## src/rtl/rxs_pkg.sv

```systemverilog
package rxs_pkg;
  // Where an incoming frame is steered in a given cycle.
  typedef enum logic [1:0] {
    RT_NONE   = 2'd0,
    RT_SLOT   = 2'd1,
    RT_SHADOW = 2'd2
  } rxs_route_e;
endpackage

```

## src/rtl/rxs_ctrl.sv

```systemverilog
module rxs_ctrl
  import rxs_pkg::*;
(
  input  logic       clk,
  input  logic       rst_n,
  input  logic       store_vld,
  input  logic       clr_upd,
  input  logic       clr_ext,
  input  logic       rmt_req,
  input  logic       upd_q,
  input  logic       shd_full,
  output logic       ext_q,
  output logic       copy,
  output rxs_route_e route
);
  logic upd_n;
  logic ext_n;

  // Flag values after this cycle's software action.
  always_comb begin
    upd_n = upd_q & ~clr_upd;
    ext_n = (ext_q & ~clr_ext) | rmt_req;
    copy  = shd_full & ~upd_n & ~ext_n;
    route = RT_NONE;
    if (store_vld) begin
      if (!copy && !shd_full && !upd_n) route = RT_SLOT;
      else                              route = RT_SHADOW;
    end
  end

  always_ff @(posedge clk or negedge rst_n) begin
    if (!rst_n) ext_q <= 1'b0;
    else        ext_q <= ext_n;
  end

  assert_ext_set_R7: assert property (@(posedge clk) disable iff (!rst_n)
    rmt_req |=> ext_q);
  assert_no_copy_ext_R8: assert property (@(posedge clk) disable iff (!rst_n)
    (ext_q && !clr_ext) |-> !copy);
endmodule

```

## src/rtl/rxs_shadow.sv

```systemverilog
module rxs_shadow #(
  parameter int ID_W   = 11,
  parameter int DATA_W = 64
) (
  input  logic              clk,
  input  logic              rst_n,
  input  logic              wr,
  input  logic              rd,
  input  logic [ID_W-1:0]   wr_id,
  input  logic [DATA_W-1:0] wr_data,
  output logic              full_q,
  output logic              ovw_q,
  output logic [ID_W-1:0]   id_q,
  output logic [DATA_W-1:0] data_q
);
  logic full_d;
  logic ovw_d;

  always_comb begin
    full_d = wr | (full_q & ~rd);
    // A copy-out frees the shadow, so a same-cycle write is never a loss.
    ovw_d  = rd ? 1'b0 : (ovw_q | (wr & full_q));
  end

  always_ff @(posedge clk or negedge rst_n) begin
    if (!rst_n) begin
      full_q <= 1'b0;
      ovw_q  <= 1'b0;
    end else begin
      full_q <= full_d;
      ovw_q  <= ovw_d;
    end
  end

  always_ff @(posedge clk or negedge rst_n) begin
    if (!rst_n) begin
      id_q   <= '0;
      data_q <= '0;
    end else if (wr) begin
      id_q   <= wr_id;
      data_q <= wr_data;
    end
  end

  assert_ovw_set_R4: assert property (@(posedge clk) disable iff (!rst_n)
    (wr && full_q && !rd) |=> ovw_q);
  assert_ovw_clr_R6: assert property (@(posedge clk) disable iff (!rst_n)
    rd |=> !ovw_q);
  assert_refill_R9: assert property (@(posedge clk) disable iff (!rst_n)
    (rd && wr) |=> (full_q && !ovw_q));
  assert_empty_R6: assert property (@(posedge clk) disable iff (!rst_n)
    (rd && !wr) |=> !full_q);
endmodule

```

## src/rtl/rxs_slot.sv

```systemverilog
module rxs_slot
  import rxs_pkg::*;
#(
  parameter int ID_W   = 11,
  parameter int DATA_W = 64
) (
  input  logic              clk,
  input  logic              rst_n,
  input  rxs_route_e        route,
  input  logic              copy,
  input  logic              clr_upd,
  input  logic [ID_W-1:0]   in_id,
  input  logic [DATA_W-1:0] in_data,
  input  logic [ID_W-1:0]   shd_id,
  input  logic [DATA_W-1:0] shd_data,
  output logic              upd_q,
  output logic [ID_W-1:0]   id_q,
  output logic [DATA_W-1:0] data_q
);
  logic              load;
  logic              upd_d;
  logic [ID_W-1:0]   id_d;
  logic [DATA_W-1:0] data_d;

  always_comb begin
    load   = copy | (route == RT_SLOT);
    id_d   = copy ? shd_id   : in_id;
    data_d = copy ? shd_data : in_data;
    upd_d  = load | (upd_q & ~clr_upd);
  end

  always_ff @(posedge clk or negedge rst_n) begin
    if (!rst_n) upd_q <= 1'b0;
    else        upd_q <= upd_d;
  end

  always_ff @(posedge clk or negedge rst_n) begin
    if (!rst_n) begin
      id_q   <= '0;
      data_q <= '0;
    end else if (load) begin
      id_q   <= id_d;
      data_q <= data_d;
    end
  end

  assert_load_upd_R5: assert property (@(posedge clk) disable iff (!rst_n)
    load |=> upd_q);
  assert_hold_R3: assert property (@(posedge clk) disable iff (!rst_n)
    !load |=> ($stable(id_q) && $stable(data_q)));
  assert_clr_upd_R10: assert property (@(posedge clk) disable iff (!rst_n)
    (!load && clr_upd) |=> !upd_q);
endmodule

```

## src/rtl/rx_shadow_slot.sv

```systemverilog
module rx_shadow_slot
  import rxs_pkg::*;
#(
  parameter int ID_W   = 11,
  parameter int DATA_W = 64
) (
  input  logic              clk,
  input  logic              rst_n,
  input  logic              store_vld,
  input  logic [ID_W-1:0]   store_id,
  input  logic [DATA_W-1:0] store_data,
  input  logic              clr_upd,
  input  logic              clr_ext,
  input  logic              rmt_req,
  output logic [ID_W-1:0]   slot_id,
  output logic [DATA_W-1:0] slot_data,
  output logic              slot_upd,
  output logic              slot_ext,
  output logic              shd_ovw
);
  rxs_route_e        route;
  logic              copy;
  logic              shd_full;
  logic [ID_W-1:0]   shd_id;
  logic [DATA_W-1:0] shd_data;

  rxs_ctrl u_ctrl (
    .clk      (clk),
    .rst_n    (rst_n),
    .store_vld(store_vld),
    .clr_upd  (clr_upd),
    .clr_ext  (clr_ext),
    .rmt_req  (rmt_req),
    .upd_q    (slot_upd),
    .shd_full (shd_full),
    .ext_q    (slot_ext),
    .copy     (copy),
    .route    (route)
  );

  rxs_shadow #(.ID_W(ID_W), .DATA_W(DATA_W)) u_shadow (
    .clk    (clk),
    .rst_n  (rst_n),
    .wr     (route == RT_SHADOW),
    .rd     (copy),
    .wr_id  (store_id),
    .wr_data(store_data),
    .full_q (shd_full),
    .ovw_q  (shd_ovw),
    .id_q   (shd_id),
    .data_q (shd_data)
  );

  rxs_slot #(.ID_W(ID_W), .DATA_W(DATA_W)) u_slot (
    .clk     (clk),
    .rst_n   (rst_n),
    .route   (route),
    .copy    (copy),
    .clr_upd (clr_upd),
    .in_id   (store_id),
    .in_data (store_data),
    .shd_id  (shd_id),
    .shd_data(shd_data),
    .upd_q   (slot_upd),
    .id_q    (slot_id),
    .data_q  (slot_data)
  );

  assert_direct_R2: assert property (@(posedge clk) disable iff (!rst_n)
    (store_vld && !slot_upd && !slot_ext && !shd_full) |=>
      (slot_upd && slot_id == $past(store_id)));
endmodule

```

## config.mk

```make
export PLATFORM = sky130hd
export DESIGN_NAME = rx_shadow_slot
export DESIGN_NICKNAME = d
export VERILOG_FILES = /design/src/rtl/rxs_pkg.sv /design/src/rtl/rxs_ctrl.sv /design/src/rtl/rxs_shadow.sv /design/src/rtl/rxs_slot.sv /design/src/rtl/rx_shadow_slot.sv
export SDC_FILE = /design/constraint.sdc
export NUM_CORES = 1
export LEC_CHECK = 0
export ABC_AREA = 1
export BUFFER_PORTS_ARGS = -buffer_cell sky130_fd_sc_hd__buf_4
export CORE_MARGIN = 10
export CORE_UTILIZATION = 40
export DETAILED_ROUTE_END_ITERATION = 16
export PLACE_DENSITY = 0.71
export SYNTH_ARGS = -nofsm -noshare
export SYNTH_HDL_FRONTEND = slang
export SYNTH_SLANG_ARGS = --single-unit
```

## constraint.sdc

```tcl
create_clock -name clk -period 1.41 [get_ports clk]
set_input_delay 0.141 -clock clk [delete_from_list [all_inputs] [get_ports clk]]
set_output_delay 0.141 -clock clk [all_outputs]
set_load 0.02 [all_outputs]
```

**Yosys cells after proc, flatten, opt, wreduce, memory -nomap -nowiden**

Index checks and enable logic that the tools add are counted.
W data, S select, Z words.

- Flip-flop bits (word level): 154
- Input port bits: 81
- Output and inout port bits: 78
- Logic and storage cells: 36

- Eq/ne operators: 2
- Mux-type cells: 5
- Bitwise logic cells: 16
- Reduce and logical (&&, ||, !) cells: 5

Operators by type and width:

| cell | count |
|---|---|
| $mux W64 | 1 |
| $mux W11 | 1 |
| $and A1 B1 Y1 | 6 |
| $not A1 Y1 | 5 |
| $or A1 B1 Y1 | 5 |
| $mux W2 | 2 |
| $logic_not A1 Y1 | 3 |
| $eq A2 B1 Y1 const B | 1 |
| $eq A2 B2 Y1 const B | 1 |
| $logic_and A1 B1 Y1 | 2 |
| $mux W1 | 1 |

**Logic depth before layout (Yosys ltp)**

Gate-level depths: netlist (run 1).

- Depth after elaboration: 14
- Gate-level depth with buffers: 8
- Depth with buffers taken out: 6

**Modules after synthesis**

From an unflattened synthesis (run 1), not the netlist that was laid out.

- Cell total of the unflattened synthesis: 914
- Area, all modules: 6920.4 sq um

Modules (own cells, without submodules):

| module | instances | cells an instance | area an instance (sq um) | sequential area each (sq um) |
|---|---|---|---|---|
| rxs_slot | 1 | 572 | 3898.7 | 1901.8 |
| rxs_shadow | 1 | 326 | 2926.6 | 1926.8 |
| rxs_ctrl | 1 | 14 | 85.1 | 25.0 |
| rx_shadow_slot | 1 | 2 | 10.0 | 0.0 |

**Worst setup path after synthesis (run 1)**

OpenSTA, ideal clock, no wires.

- Kind: register -> register
- Start point: reg u_ctrl.ext_q
- End point: reg u_slot.data_q[34]
- Setup time: 117 ps
- Data arrival time: 1229 ps
- Required time: 1293 ps
- Slack: 64 ps
- Cell stages (with the launch flop): 7
- Buffers on the path: 2
- Clock period less this slack: 1346 ps
- Cell sequence: dfrtp_1 a21oi_4 buf_2 buf_2 nand3b_1 nand2_1 nand2_1

- Longest elaborated chain between the ends: 11
- Elaborated cells between the ends (all ways): 12
- Classes of those cells: eq/ne (1); mux (3); bitwise (5); reduce/logical (3)

RTL lines:

| element | line | RTL |
|---|---|---|
| from (decl) | rxs_ctrl.sv:12 | `output logic ext_q,` |
| from (signal assigned) | rxs_ctrl.sv:33 | `else ext_q <= ext_n;` |
| $and A1 B1 Y1 (*) | rxs_ctrl.sv:22 | `ext_n = (ext_q & ~clr_ext) \| rmt_req;` |
| $or A1 B1 Y1 (*) | rxs_ctrl.sv:22 |  |
| $not A1 Y1 (*) | rxs_ctrl.sv:23 | `copy = shd_full & ~upd_n & ~ext_n;` |
| $and A1 B1 Y1 (*) | rxs_ctrl.sv:23 |  |
| $logic_not A1 Y1 | rxs_ctrl.sv:26 | `if (!copy && !shd_full && !upd_n) route = RT_SLOT;` |
| $logic_and A1 B1 Y1 (2 in series) | rxs_ctrl.sv:26 |  |
| $mux W2 | rxs_ctrl.sv:26 |  |
| $mux W2 | rxs_ctrl.sv:25 | `if (store_vld) begin` |
| $eq A2 B1 Y1 | rxs_slot.sv:26 | `load = copy \| (route == RT_SLOT);` |
| $or A1 B1 Y1 | rxs_slot.sv:26 |  |
| to (signal assigned) | rxs_slot.sv:43 | `data_q <= data_d;` |
| to (decl) | rxs_slot.sv:18 | `output logic [DATA_W-1:0] data_q` |

Mark *: on every way between the ends. The rest lies on a longest branch, timed or not.
A chain may end at the register's enable or synchronous reset.

**Worst setup path after layout (run 1)**

- Start point: reg u_shadow.full_q
- End point: reg u_slot.id_q[4]

- Longest elaborated chain between the ends: 9
- Elaborated cells between the ends (all ways): 11
- Classes of those cells: eq/ne (1); mux (3); bitwise (3); reduce/logical (4)

RTL lines:

| element | line | RTL |
|---|---|---|
| from (decl) | rxs_shadow.sv:11 | `output logic full_q,` |
| from (signal assigned) | rxs_shadow.sv:30 | `full_q <= full_d;` |
| $and A1 B1 Y1 (2 in series) | rxs_ctrl.sv:23 |  |
| $logic_not A1 Y1 | rxs_ctrl.sv:26 |  |
| $logic_and A1 B1 Y1 (2 in series) | rxs_ctrl.sv:26 |  |
| $mux W2 | rxs_ctrl.sv:26 |  |
| $mux W2 | rxs_ctrl.sv:25 |  |
| $eq A2 B1 Y1 | rxs_slot.sv:26 |  |
| $or A1 B1 Y1 | rxs_slot.sv:26 |  |
| to (signal assigned) | rxs_slot.sv:42 | `id_q <= id_d;` |
| to (decl) | rxs_slot.sv:17 | `output logic [ID_W-1:0] id_q,` |

Several ways; a longest one is shown, not always the timed one.

==> results of run 1 <==
==> cell usage in the layout, fill, tap and decap left out, types with 2 or more instances in the layout <==
cell type | Yosys | layout
buf_6 | 4 | 5
a21oi_4 | 2 | 2
dlygate4sd3_1 | 0 | 40
dfrtp_1 | 154 | 154
bufinv_16 | 0 | 5
clkbuf_8 | 0 | 2
buf_12 | 0 | 14
buf_16 | 0 | 2
o21ai_2 | 4 | 4
clkinv_2 | 0 | 3
nand3b_1 | 75 | 75
clkbuf_16 | 0 | 24
nand2_1 | 226 | 226
o21ai_1 | 15 | 22
nand2_8 | 0 | 2
o21ai_0 | 132 | 125
nand3_1 | 76 | 76
nand2_4 | 0 | 2
buf_4 | 4 | 167
inv_1 | 79 | 79
==> worst reg2reg max path: cells and delay by family, from the launching register on <==
family	cells	cell delay, ns
AOI/OAI and AO/OA	2	0.15
buffers and inverters	3	0.48
DFF	1	0.39
and+or+nand+nor	3	0.24
==> kinds of logic after synthesis <==
logic type / Yosys count
flops: 154
simple gates: 382
compound gates: 154
buf+inv: 144
==> final timing paths <==
path / slack, ns / end / from / depth (start not counted)
setup / recovery: 0.05 / u_slot.id_q[4]$_DFFE_PN0P_ / u_shadow.full_q$_DFF_PN0_ / 8
hold / removal: 0.02 / u_shadow.data_q[5]$_DFFE_PN0N_ / store_data[5] / 3
setup reg to reg: 0.05 / u_slot.id_q[4]$_DFFE_PN0P_ / u_shadow.full_q$_DFF_PN0_ / 8
hold reg to reg: 0.47 / u_shadow.data_q[22]$_DFFE_PN0N_ / u_shadow.data_q[22]$_DFFE_PN0N_ / 2
max in group asynchronous: 0.67 / u_shadow.data_q[47]$_DFFE_PN0N_ / rst_n / 3
min in group asynchronous: 0.16 / u_slot.id_q[0]$_DFFE_PN0P_ / rst_n / 2
==> metrics by stage <==
| step | setup TNS (ns) | hold WS [ns] | power [mW] | setup WS (ns) | area [sq um] |
|---|---|---|---|---|---|
| 2_1_floorplan | 0 | -0.155 | 10.7 | 0.0640 | 7120 |
| 3_3_place_gp | 0 | 0.0381 | 13.7 | 0.0452 | 8610 |
| 3_5_place_dp | 0 | 0.0384 | 13.9 | 0.0205 | 8610 |
| 4_1_cts | 0 | 0.0000787 | 18.9 | 0.00262 | 9640 |
| 5_1_grt | -0.0949 | 0.0151 | 20.3 | -0.0185 | 9990 |
| 6_report | 0 | 0.0173 | 19.2 | 0.0501 | 9990 |
==> routing by layer <==
layer | vias up | share of wire | wire length (microns) | track usage
met3 | 19 | 0.064 | 1310 | 0.0477
met4 | 0 | 0.010 | 206 | 0.0490
met2 | 185 | 0.46 | 9500 | 0.241
met1 | 2985 | 0.46 | 9500 | 0.210
li1 | 3090 | - | - | -
met5 | - | 0 | 0 | 0
==> timing repair <==
action / in CTS / in global routing
gates resized for setup: 0 / 22
endpoints found under the setup margin: 0 / 77
hold buffers: 40 / 0
buffers inserted: 0 / 5
hold endpoints to repair: 193 / 0
==> cell type report <==
type	count	area, sq um	area share
timing repair buffer	236	2240	0.224
tap	225	282	0.0282
clock buffer	19	453	0.0454
clock inverter	9	173	0.0173
sequential	154	3850	0.386
inverter	80	300	0.0301
multi-input combinational	538	2690	0.269
==> flip-flops by register name, indices dropped and copies added, names as in the netlist <==
register	flops
u_slot.id_q	11
u_shadow.id_q	11
u_slot.upd_q	1
u_shadow.data_q	64
u_ctrl.ext_q	1
u_shadow.ovw_q	1
u_slot.data_q	64
u_shadow.full_q	1
==> report_power, final <==
group | switching, mW | internal (mW) | leakage, nW
Clock | 1.74 | 3.18 | 0.306
Sequential | 0.930 | 6.01 | 1.84
Combinational | 4.13 | 3.21 | 2.88
Total | 6.80 | 12.4 | 5.02
==> out/metrics.yaml, run 1 <==
drt-pass1-iter-count: 8
period_needed_ns: 1.36
synth_common_cells: "nand2_1 (226), dfrtp_1 (154), o21ai_0 (132)"
async_flop_share: 1.00
yosysTopAreaCellShare: 0.541
core_area_sq_um: 17400
yosys.area_share.adder: 0
grt_pass1_vias: 6079
cp-end-kind: "register"
crit_chain: "inv_2, a21oi_4, buf_12, nand2_8, clkbuf_16, o21ai_0, nand2_1, nand2_1"
slowest_stage: "dfrtp_1"
place.port_buffers: 158
syn_to_final_growth_pct: 40.3
clk_latency_ns: 0.42
power_leakage_nw: 5.02
cts_tree: "done"
clockBufferDepth: 2
fillCellCount: 1531
drt_iter0_markers: 438
slowest_delay_ns: 0.39
status: "finished clean"
synth_top_flop_cell: "dfrtp_1"
hp-class: "in2reg"
nets: 1108
synth_compound_area_frac: 0.114
critPathRequiredTime_ns: 1.72
crit_family: "buffers and inverters"
relSlewSlack: 0.801
antenna_found_initial: 0
final_util: 0.575
die_y_microns: 153
synth-edff-count: 0
grt_overflow: 0
setup_viol_count_final: 0
io_pins: 159
cp_max_fo: 13
yosysWarnings: 0
ant_nets: 0
rsz0062_at_grt: "yes"
syn_area_sq_um: 7120
crit_top_cell: "nand2_1"
muxShareOfSynthArea: 0
die_w_microns: 153
stdcell_count: 1261
htree_levels: 4
die-area_sq_um: 23500
synth_simple_gate_area_frac: 0.257
numCtsBuffers: 17
rows: 48
finalHoldViolCount: 0
grt_max_degree: 63
grt_pass1_wl_microns: 31000
netlist_top_cells_area: "dfrtp_1 (54%), nand2_1 (12%), o21ai_0 (9.3%)"
yosysUniqueCellTypes: 20
worstSetupStartpointType: "register"
cts-root-buf: "clkbuf_16"
clkSlewWorstSetupHoldPaths_ns: 0.06
initial_core_util: 0.410
worstSetupPathType: "reg2reg"
route.detailed.drc: 0
wirelength_microns: 20500
worst-path-buf-inv: 3
clock.fmax_mhz: 735
slew_viol_final: 0
gp_congestion: 0.762
clock_sinks: 154
dpl.cell_count: 1178
power.density_nw_per_um2: 1920
synth_top_family_by_area: "simple AND/OR/NAND/NOR gates"
cp.arrival_ns: 1.67
globalRouteTotalUtil: 0.158
fin_skew_ns: 0.00655
synth_seq_area_share: 0.541
wl_per_cell_microns: 16.3
ir_worst_vdd_v: 0.00103
min_period_over_period: 0.964
num_antenna_cells: 0
synth.most_common_cell: "nand2_1"
ys_ff_latch: 154
yosysTopAreaCell: "dfrtp_1"
synth_cells: 834
hpwl_microns: 12600
drive_above_1_share: 0.229
vias_per_cell: 4.98
tightest_slew_ns: 0.299
synth_xor_area_frac: 0
drv_cap: 0
syn_avg_cell_area_sq_um: 8.54
syn-num-nets: 915
vias: 6279
Power figures use the tool's default switching activity.
==> run 2, diff against run 1 <==
--- a/config.mk
+++ b/config.mk
@@ -8,9 +8,9 @@
 export ABC_AREA = 1
 export BUFFER_PORTS_ARGS = -buffer_cell sky130_fd_sc_hd__buf_4
 export CORE_MARGIN = 10
-export CORE_UTILIZATION = 40
+export CORE_UTILIZATION = 54
 export DETAILED_ROUTE_END_ITERATION = 16
-export PLACE_DENSITY = 0.71
+export PLACE_DENSITY = 0.89
 export SYNTH_ARGS = -nofsm -noshare
 export SYNTH_HDL_FRONTEND = slang
 export SYNTH_SLANG_ARGS = --single-unit
==> run 2 against run 1 <==
Net effect: the run now ends with hold timing left; final cell count fell by 5.5%; worst setup slack worse by 0.049 ns; wire length up 0.31%; combinational power shrank 0.7%; non-clock buffer count fell by 19; clock skew decreased by 0.0011 ns; count of clock-buffer cells in the layout up 1; power rose by 1.4%; worst hold slack lost 0.020 ns; core utilization increased by 19 points; die area is 23% lower; largest cell class unchanged.
==> out/metrics.yaml, run 2 (same netlist as run 1, synthesis figures left out) <==
num_antenna_cells: 0  # unchanged
dpl.cell_count: 1126  # -4.4%
cts_tree: "done"
hold_ws_ns: -0.00260  # -0.0199 ns
syn_to_final_growth_pct: 37.7
tightest_slew_ns: 0.323  # +0.0241 ns
clkSlewWorstSetupHoldPaths_ns: 0.06  # about the same
drt_iter0_markers: 653  # +49%
min_period_over_period: 0.999  # +0.0350
place.port_buffers: 158  # unchanged
clockBufferDepth: 2  # unchanged
busiest_layer: "met2"
grt_pass1_wl_microns: 30600  # -1.2%
grt.met3_usage: 0.0664  # +0.0187
die_y_microns: 135  # -12%
route.detailed.drc: 0  # unchanged
r2r_cells: 6  # -2
grt_max_degree: 71  # +13%
cts-root-buf: "clkbuf_16"
initial_core_util: 0.557  # +0.147
grt_pass1_vias: 6173  # +1.5%
top_regs: "u_shadow.data_q: 64 flops, u_slot.data_q: 64 flops"
cp_max_fo: 23  # +10
power_mw: 19.5  # +1.4%
gp_congestion: 0.796  # +4.4%
worstSetupPathType: "reg2reg"
setup_viol_count_final: 0  # unchanged
cp.arrival_ns: 1.72  # +0.05 ns
numCtsBuffers: 17  # unchanged
wl_per_cell_microns: 17.3  # +6.1%
globalRouteTotalUtil: 0.207  # +0.0491
io_pins: 159  # unchanged
drt-pass1-iter-count: 5  # -3
met2_usage: 0.320  # +0.0795
met1_usage: 0.265  # +0.0547
htree_levels: 4  # unchanged
fin_skew_ns: 0.00544  # -0.00111 ns
min_path_cells: 3  # unchanged
drive_above_1_share: 0.234  # +0.00555
core_area_sq_um: 12800  # -26%
die_w_microns: 135  # -12%
vias_per_cell: 5.55  # +11%
nets: 1088  # -1.8%
stdcell_count: 1192  # -5.5%
slew_viol_final: 0  # unchanged
vias: 6612  # +5.3%
layout_common_cells: "nand2_1 (226), buf_4 (164), dfrtp_1 (153)"
period_needed_ns: 1.41  # +0.0494 ns
wirelength_microns: 20600  # +0.31%
rsz0062_at_grt: "yes"
drv_cap: 0  # unchanged
ant_nets: 0  # unchanged
finalHoldViolCount: 1  # +1
cp-end-kind: "register"
clk_latency_ns: 0.43  # about the same
tns_ns: 0  # unchanged
power.density_nw_per_um2: 1990  # +3.3%
final_common_cell: "nand2_1"
violations: "hold timing"
relSlewSlack: 0.785  # -0.0161
die-area_sq_um: 18200  # -23%
rows: 41  # -15%
clock_sinks: 154  # unchanged
grt_overflow: 0  # unchanged
hpwl_microns: 12300  # -2.3%
status: "finished with violations"
hp-class: "in2reg"
power_leakage_nw: 4.96  # -1.1%
antenna_found_initial: 0  # unchanged
worstSetupStartpointType: "register"
clock.fmax_mhz: 710  # -3.5%
ir_worst_vdd_v: 0.00107  # +3.6%
critPathRequiredTime_ns: 1.72  # about the same
[run 2: final cells by class]
class	count	area [sq um]
sequential	154	3850
fill	819	2970
multi-input combinational	537	2680
timing repair buffer	217	2070
clock buffer	20	457
inverter	80	300
clock inverter	12	219
tap	172	215
[run 2: critical path, cell delays in order, from the launching register on]
cell      delay [ns]
dfrtp_2         0.45
a21oi_4         0.18
buf_12          0.16
buf_8           0.20
nand3b_1        0.13
nand2_1         0.10
nand2_1         0.07
[run 2: stage by stage]
step / area, sq um / utilization / setup WS, ns
after floorplan: 7120 / - / 0.0640
after global placement: 8620 / 0.675 / -0.00948
after detailed placement: 8620 / 0.675 / 0.00307
after CTS: 9510 / 0.745 / 0.00361
after global routing: 9800 / 0.768 / -0.0384
final: 9800 / 0.768 / 0.000766
[run 2: worst paths after layout]
| path | from | to | slack (ns) |
|---|---|---|---|
| hold / removal | store_data[48] | u_shadow.data_q[48]$_DFFE_PN0N_ | -0.003 |
| setup reg to reg | u_slot.upd_q$_DFF_PN0_ | u_slot.data_q[13]$_DFFE_PN0P_ | 0.0008 |
| max in group asynchronous | rst_n | u_slot.data_q[42]$_DFFE_PN0P_ | 0.68 |
| min in group asynchronous | rst_n | u_slot.data_q[59]$_DFFE_PN0P_ | 0.17 |
| hold reg to reg | u_shadow.data_q[35]$_DFFE_PN0N_ | u_shadow.data_q[35]$_DFFE_PN0N_ | 0.48 |
| setup / recovery | u_slot.upd_q$_DFF_PN0_ | u_slot.data_q[13]$_DFFE_PN0P_ | 0.0008 |
[run 2: repair_timing]
item	in CTS	in global routing
gates cloned	0	8
hold buffers	22	0
setup buffers	0	5
gates resized for setup	0	23
setup endpoints to repair	2	74
endpoints found under the hold margin	175	0
pin swaps	1	4
[run 2: power by group]
part / switching, mW / internal, mW / total [mW] / leakage (nW)
registers: 0.965 / 6.01 / 6.97 / 1.84
logic: 4.16 / 3.12 / 7.29 / 2.80
clock network: 1.80 / 3.40 / 5.21 / 0.326
total: 6.93 / 12.5 / 19.5 / 4.96
[run 2: routing by layer]
metal	vias to the layer above	share of wire
met3	45	0.087
met2	321	0.49
met5	-	0
li1	3054	-
met4	0	0.022
met1	3192	0.41
